### src/rtl/uart_rx_errflag_pkg.sv
// Shared definitions for the receive error flag controller.
// Assumes the four flags are kept as one vector, indexed by the constants below.
package uart_rx_errflag_pkg;
    localparam int FLAG_W    = 4;
    localparam int IDX_PAR   = 0;
    localparam int IDX_FRAME = 1;
    localparam int IDX_NOISE = 2;
    localparam int IDX_OVR   = 3;
    typedef logic [FLAG_W-1:0] flag_vec_t;
endpackage

### src/rtl/errflag_event_eval.sv
// Classifies one finished character into store / tag / flag-set events.
// Assumes char_done is a single-cycle pulse and that flag state is registered elsewhere.
module errflag_event_eval
    import uart_rx_errflag_pkg::*;
(
    input  logic      char_done,
    input  logic      stop_bit_a,
    input  logic      stop_bit_b,
    input  logic      two_stop_mode,
    input  logic      noise_seen,
    input  logic      parity_en,
    input  logic      parity_bad,
    input  logic      brk_det_en,
    input  logic      brk_pending,
    input  logic      buf_has_room,
    input  logic      ovr_held,
    input  logic      frame_held,
    output logic      store_en,
    output logic      store_par_tag,
    output flag_vec_t set_vec
);
    logic accept;
    logic ovr_evt;
    logic stop_bad;

    // Decide acceptance, overrun priority and the per-flag set events.
    always_comb begin
        accept   = char_done && !frame_held;
        ovr_evt  = accept && (!buf_has_room || ovr_held || (brk_det_en && brk_pending));
        stop_bad = !stop_bit_a || (two_stop_mode && !stop_bit_b);
        store_en = accept && !ovr_evt;
        store_par_tag = store_en && parity_en && parity_bad;
        set_vec             = '0;
        set_vec[IDX_OVR]    = ovr_evt;
        set_vec[IDX_NOISE]  = store_en && noise_seen && !brk_det_en;
        set_vec[IDX_FRAME]  = store_en && stop_bad && !brk_det_en;
        set_vec[IDX_PAR]    = store_par_tag;
    end
endmodule

### src/rtl/errflag_clear_ctrl.sv
// Two-step clear: a status read records the flags then set; the next data read
// clears exactly those. Assumes a status read in the same cycle as a data read
// re-arms with the current flags after the data read uses the previous record.
module errflag_clear_ctrl
    import uart_rx_errflag_pkg::*;
(
    input  logic      clk,
    input  logic      rst_n,
    input  logic      stat_rd,
    input  logic      data_rd,
    input  flag_vec_t flags,
    output flag_vec_t clr_vec
);
    logic      armed;
    flag_vec_t snap;

    // Record the flags seen by a status read; disarm on the data read.
    always_ff @(posedge clk) begin
        if (!rst_n) begin
            armed <= 1'b0;
            snap  <= '0;
        end else if (stat_rd) begin
            armed <= 1'b1;
            snap  <= flags;
        end else if (data_rd) begin
            armed <= 1'b0;
            snap  <= '0;
        end
    end

    // Produce the clear pulse for the recorded flags.
    always_comb clr_vec = (armed && data_rd) ? snap : '0;
endmodule

### src/rtl/errflag_sticky_bank.sv
// Bank of sticky flags where a set beats a clear in the same cycle.
// Assumes set and clear vectors are single-cycle pulses.
module errflag_sticky_bank #(
    parameter int WIDTH = 4
) (
    input  logic             clk,
    input  logic             rst_n,
    input  logic [WIDTH-1:0] set_vec,
    input  logic [WIDTH-1:0] clr_vec,
    output logic [WIDTH-1:0] flags
);
    for (genvar i = 0; i < WIDTH; i++) begin : g_flag
        // Hold one flag: set has priority over clear.
        always_ff @(posedge clk) begin
            if (!rst_n)
                flags[i] <= 1'b0;
            else
                flags[i] <= set_vec[i] || (flags[i] && !clr_vec[i]);
        end
    end
endmodule

### src/rtl/uart_rx_errflag_ctrl.sv
// Top of the receive error flag controller: event evaluation, sticky flag
// bank and two-step clear. Assumes a bit-level receiver drives the per-character
// inputs and a bus decoder produces single-cycle read strobes.
module uart_rx_errflag_ctrl
    import uart_rx_errflag_pkg::*;
(
    input  logic clk,
    input  logic rst_n,
    input  logic char_done,
    input  logic stop_bit_a,
    input  logic stop_bit_b,
    input  logic two_stop_mode,
    input  logic noise_seen,
    input  logic parity_en,
    input  logic parity_bad,
    input  logic brk_det_en,
    input  logic brk_pending,
    input  logic buf_has_room,
    input  logic stat_rd,
    input  logic data_rd,
    output logic ovr_flag,
    output logic noise_flag,
    output logic frame_flag,
    output logic par_flag,
    output logic store_en,
    output logic store_par_tag,
    output logic rdy_block,
    output logic rx_inhibit
);
    flag_vec_t flags;
    flag_vec_t set_vec;
    flag_vec_t clr_vec;

    errflag_event_eval u_eval (
        .char_done     (char_done),
        .stop_bit_a    (stop_bit_a),
        .stop_bit_b    (stop_bit_b),
        .two_stop_mode (two_stop_mode),
        .noise_seen    (noise_seen),
        .parity_en     (parity_en),
        .parity_bad    (parity_bad),
        .brk_det_en    (brk_det_en),
        .brk_pending   (brk_pending),
        .buf_has_room  (buf_has_room),
        .ovr_held      (flags[IDX_OVR]),
        .frame_held    (flags[IDX_FRAME]),
        .store_en      (store_en),
        .store_par_tag (store_par_tag),
        .set_vec       (set_vec)
    );

    errflag_sticky_bank #(.WIDTH(FLAG_W)) u_bank (
        .clk     (clk),
        .rst_n   (rst_n),
        .set_vec (set_vec),
        .clr_vec (clr_vec),
        .flags   (flags)
    );

    errflag_clear_ctrl u_clr (
        .clk     (clk),
        .rst_n   (rst_n),
        .stat_rd (stat_rd),
        .data_rd (data_rd),
        .flags   (flags),
        .clr_vec (clr_vec)
    );

    // Expose flags and the suppression / inhibit controls they imply.
    always_comb begin
        ovr_flag   = flags[IDX_OVR];
        noise_flag = flags[IDX_NOISE];
        frame_flag = flags[IDX_FRAME];
        par_flag   = flags[IDX_PAR];
        rdy_block  = flags[IDX_OVR];
        rx_inhibit = flags[IDX_FRAME];
    end
endmodule

### config.mk
export PLATFORM = sky130hd
export DESIGN_NAME = uart_rx_errflag_ctrl
export DESIGN_NICKNAME = d
export VERILOG_FILES = /design/src/rtl/uart_rx_errflag_pkg.sv /design/src/rtl/errflag_event_eval.sv /design/src/rtl/errflag_clear_ctrl.sv /design/src/rtl/errflag_sticky_bank.sv /design/src/rtl/uart_rx_errflag_ctrl.sv
export SDC_FILE = /design/constraint.sdc
export NUM_CORES = 1
export LEC_CHECK = 0
export CAP_MARGIN = 10
export CORE_AREA = 4 4 41 43
export DETAILED_ROUTE_END_ITERATION = 10
export DIE_AREA = 0 0 45 47
export DONT_BUFFER_PORTS = 1
export MAX_ROUTING_LAYER = met4
export SYNTH_ARGS = -nofsm -noshare
export SYNTH_HDL_FRONTEND = slang
export SYNTH_SLANG_ARGS = --single-unit
### constraint.sdc
create_clock -name clk -period 1 [get_ports clk]
set_input_delay 0.15 -clock clk [delete_from_list [all_inputs] [get_ports clk]]
set_output_delay 0.15 -clock clk [all_outputs]
set_load 0.05 [all_outputs]
### After elaboration in Yosys (flattened, before gate mapping)

Index checks and enable logic that the tools add are counted.

* mux-type cells: 5
* reductions and logical operators: 34

Operators by type and width (count)
* $logic_and A1 B1 Y1: 16
* $mux W4: 3
* $logic_not A1 Y1: 10
* $logic_or A1 B1 Y1: 7
* $mux W1: 2
* $reduce_bool A2 Y1: 1

* flip-flop bits (word level): 9
* bits of input ports: 14
* output and inout bits: 8
* word-level logic and storage cells: 45

### Depth between registers and ports, before layout

* depth in word-level cells: 9
* mapped depth: 4
* mapped depth without buffers: 3

### Modules after synthesis

Synthesis repeated with hierarchy kept, for this count alone.

* cell total of the unflattened synthesis: 53
* area, all modules: 551.8 um^2

By module, submodules not included
* errflag_clear_ctrl: times used 1, cells an instance 25, area each 245.2 um^2, seq. area each 100.1 um^2
* errflag_sticky_bank: times used 1, cells an instance 12, area each 165.2 um^2, seq. area each 80.1 um^2
* errflag_event_eval: times used 1, cells an instance 14, area each 126.4 um^2, seq. area each 0.0 um^2
* uart_rx_errflag_ctrl: times used 1, cells an instance 2, area each 15.0 um^2, seq. area each 0.0 um^2

### Worst setup path after synthesis

Ideal clock, no wire load.

* path type: reg2out
* from: reg u_bank.flags[3]
* to: out store_en
* data arrival time: 1463 ps
* data required time: 850 ps
* path slack: -613 ps
* stages on the path, launching flop included: 4
* buffers on the path: 0
* cell sequence: dfxtp_1 nor2b_1 nand2_1 nor2_1

* cells in the longest elaborated chain, start to end: 5

RTL lines
* start: declaration: RTL line errflag_sticky_bank.sv:10 `output logic [WIDTH-1:0] flags`
* start signal: indexed assignment: RTL line errflag_sticky_bank.sv:18 `flags[i] <= set_vec[i] || (flags[i] && !clr_vec[i]);`
* $logic_or A1 B1 Y1 (2 in a row): RTL line errflag_event_eval.sv:29 `ovr_evt = accept && (!buf_has_room || ovr_held || (brk_det_en && brk_pending));`
* $logic_and A1 B1 Y1: RTL line errflag_event_eval.sv:29
* $logic_not A1 Y1: RTL line errflag_event_eval.sv:31 `store_en = accept && !ovr_evt;`
* $logic_and A1 B1 Y1: RTL line errflag_event_eval.sv:31
* end: declaration: RTL line uart_rx_errflag_ctrl.sv:25 `output logic store_en,`

No other way between the ends.

### Worst setup path after layout

* from: reg u_bank.flags[1]
* to: out store_par_tag

* cells in the longest elaborated chain, start to end: 7

RTL lines
* $logic_not A1 Y1 *: RTL line errflag_event_eval.sv:28 `accept = char_done && !frame_held;`
* $logic_and A1 B1 Y1 *: RTL line errflag_event_eval.sv:28
* $logic_and A1 B1 Y1: RTL line errflag_event_eval.sv:29
* $logic_not A1 Y1: RTL line errflag_event_eval.sv:31
* $logic_and A1 B1 Y1 *: RTL line errflag_event_eval.sv:31
* $logic_and A1 B1 Y1 * (2 in a row): RTL line errflag_event_eval.sv:32 `store_par_tag = store_en && parity_en && parity_bad;`
* end: declaration: RTL line uart_rx_errflag_ctrl.sv:26 `output logic store_par_tag,`

Every way passes the cells marked *; elsewhere a longest branch is shown, timed or not.

==> flow_summary.toml <==
[setup_path]
r2r-end = "u_bank.flags[1]"
start_kind = "register"
critPathKind = "reg -> out"
r2r_cells = 3
cp.required_ns = 0.85
r2r_slack_ns = 0.01
end_kind = "output port"
worstPathArrival_ns = 1.15
r2r_start = "u_bank.flags[1]"
cp_max_fo = 4

[cts]
cts_tree = "done"
htree_num_levels = 1
cts_buffer_depth = 2
cts.clk_slew.worst_paths_ns = 0.06
ctsRootBufferMaster = "clkbuf_4"
numCtsBuffers = 3
clk_latency_ns = 0.25
clock-sinks = 9

[synthesis]
postSynthCellCount = 49
synth_top_area_frac = 0.4138
synthesis.nets = 63
syn_area_um2 = 435.4
synth-edff-count = 0
async_flop_share = 0
yosys-top-cells-area = "dfxtp_1, nor2b_1, nor3b_1, a21oi_1, o21a_1"
synth_most_common_cell = "dfxtp_1"
yosysTopAreaCell = "dfxtp_1"
post_synth_num_cell_types = 19
synthFlopType = "dfxtp_1"
yosys_warnings = 0
synth_common_cells = "dfxtp_1, nor2b_1, a21oi_1, nor3b_1"
synth-seq-cells = 9
synth.avg_cell_area_um2 = 8.886
ys_seq_area_frac = 0.4138

[cells_and_area]
fin_nets = 73
fin_util = 0.4587
layout.cells.non_filler = 73
fillers = 134
syn2layout_area_growth_pct = 37.07
drive_gt1_frac = 0.2931
diodes = 0

[grt]
grt_max_degree = 11
grt-ovfl-total = 0
first_global_vias = 366
grt_pass1_wl_um = 1538
antenna_found_initial = 0
track_usage = 0.1091

[power_and_ir_drop]
leakage_uw = 0.0002296
powerDensity_nw_per_um2 = 1382
peakVddDrop_mv = 0.7975

[routing]
vias = 387
drt-met1-wl_um = 385
ant_nets = 0
first_pass_iters = 2
wl_per_cell_um = 13.60
met3WireLength_um = 45
dr_wl_met2_um = 556
viasPerCell = 5.301
wirelength_um = 993
drc = 0
highest_layer = "met4"
drt_iter0_markers = 2

[floorplanning]
die-area_um2 = 2115
core-area_um2 = 1301
ioPinCount = 22
rows = 13
floorplan.initialDensity = 0.3346
die_w_um = 45
die_y_um = 47

[sta]
fmax_ghz = 0.7668
drv_slew = 0
setup_tns_ns = -0.7107
setup_viol = 6
fin_skew_ns = 0.001380
rsz0062_at_grt = "true"
worst_slack_ns = -0.3041
worst_pin_slew_ns = 0.2792
relSlewSlack = 0.8154
min_period_ns = 1.304
fin_crit_sh = 1.304
finalHoldViolations = 0

[run_status]
violations = "setup timing"
status = "finished with violations"

[placement]
portBuffers = 0
preCtsSetupSlack_ns = -0.03393
place_congestion = 0.6565
dp.cells = 68
place_hpwl_um = 786.7

[min_path]
hold_start = "rst_n"
hold_class = "in -> reg"
holdPathEnd = "u_clr.armed"
hold_path_depth = 1

[job]
maxCapViolations = 0
[area by class of cell]
cell class                 instances  area [um^2]  area share
clock buffer                       4        26.28     0.04403
inverter                           3        11.26     0.01887
multi-input combinational         32        229.0      0.3836
sequential                         9        185.2      0.3103
tap                               15        18.77     0.03145
timing repair buffer              10        126.4      0.2117
[worst max path at each step]
stage / from / to / depth (start not counted)
global route: u_bank.flags[1] / store_par_tag / 3
detailed placement: u_bank.flags[1] / store_par_tag / 3
global placement: u_bank.flags[1] / store_en / 4
CTS: u_bank.flags[1] / store_par_tag / 3
finish: u_bank.flags[1] / store_par_tag / 3
floorplan: u_bank.flags[1] / u_bank.flags[1] / 3
[through the flow]
| step | total power [uW] | instance area (um^2) | hold slack, ns |
|---|---|---|---|
| detailed placement | 539.9 | 531.8 | 0.2732 |
| global route | 879.4 | 596.8 | 0.001570 |
| finish | 825.1 | 596.8 | 0.01114 |
| floorplan | 515.1 | 450.4 | 0.2758 |
| global placement | 538.1 | 531.8 | 0.2695 |
| CTS | 826.3 | 574.3 | 0.005468 |
[cell usage in the layout, fill, tap and decap left out]
cell type | synthesis | routed
nor2b_1 | 6 | 5
and3_4 | 1 | 1
nand3_1 | 2 | 2
a21oi_1 | 5 | 5
a31oi_1 | 2 | 2
dfxtp_4 | 0 | 1
nor2_4 | 0 | 1
buf_6 | 0 | 3
buf_12 | 0 | 3
dfxtp_1 | 9 | 7
inv_1 | 3 | 3
nand2b_1 | 1 | 1
o21ai_0 | 1 | 1
a32o_1 | 2 | 2
dlygate4sd3_1 | 0 | 1
clkbuf_4 | 0 | 3
buf_4 | 2 | 3
and4b_1 | 1 | 1
dfxtp_2 | 0 | 1
nor3b_1 | 4 | 4
clkbuf_1 | 0 | 1
nand2_1 | 2 | 2
o21a_1 | 3 | 3
nor2b_4 | 0 | 1
and4bb_1 | 1 | 1
[sequential cells by signal (all words and copies together) (netlist names)]
signal	flops
u_clr.snap	4
u_clr.armed	1
u_bank.flags	4
[critical path: stages, from the launching register on]
cell	delay (ns)
dfxtp_4	0.34
and4b_1	0.23
and3_4	0.19
buf_12	0.13
[routing by layer]
layer / vias up / track usage
met1: 189 / 0.1109
met3: 2 / 0.06130
met4: 0 / 0.05263
met5: - / -
li1: 186 / -
met2: 10 / 0.1695
[cell families after synthesis]
kind of cell,share of synthesized area
AOI/OAI and AO/OA,0.1954
buffers and inverters,0.09481
DFF,0.4138
and+or+nand+nor,0.2960
[what timing repair did]
item | in CTS | in global routing
pin swaps | 1 | 0
gates cloned | 0 | 0
endpoints found under the setup margin | 6 | 11
setup buffers | 0 | 1
resized for setup | 4 | 4
hold endpoints to repair | 0 | 1
hold buffers | 0 | 1
[power breakdown]
part           internal [uW]  switching (uW)  leakage, uW
combinational           77.0            92.1     0.000140
clock                    153             118    0.0000150
sequential               372            12.6    0.0000744
total                    602             223     0.000230
No activity file was read; power rests on OpenSTA's default activity.
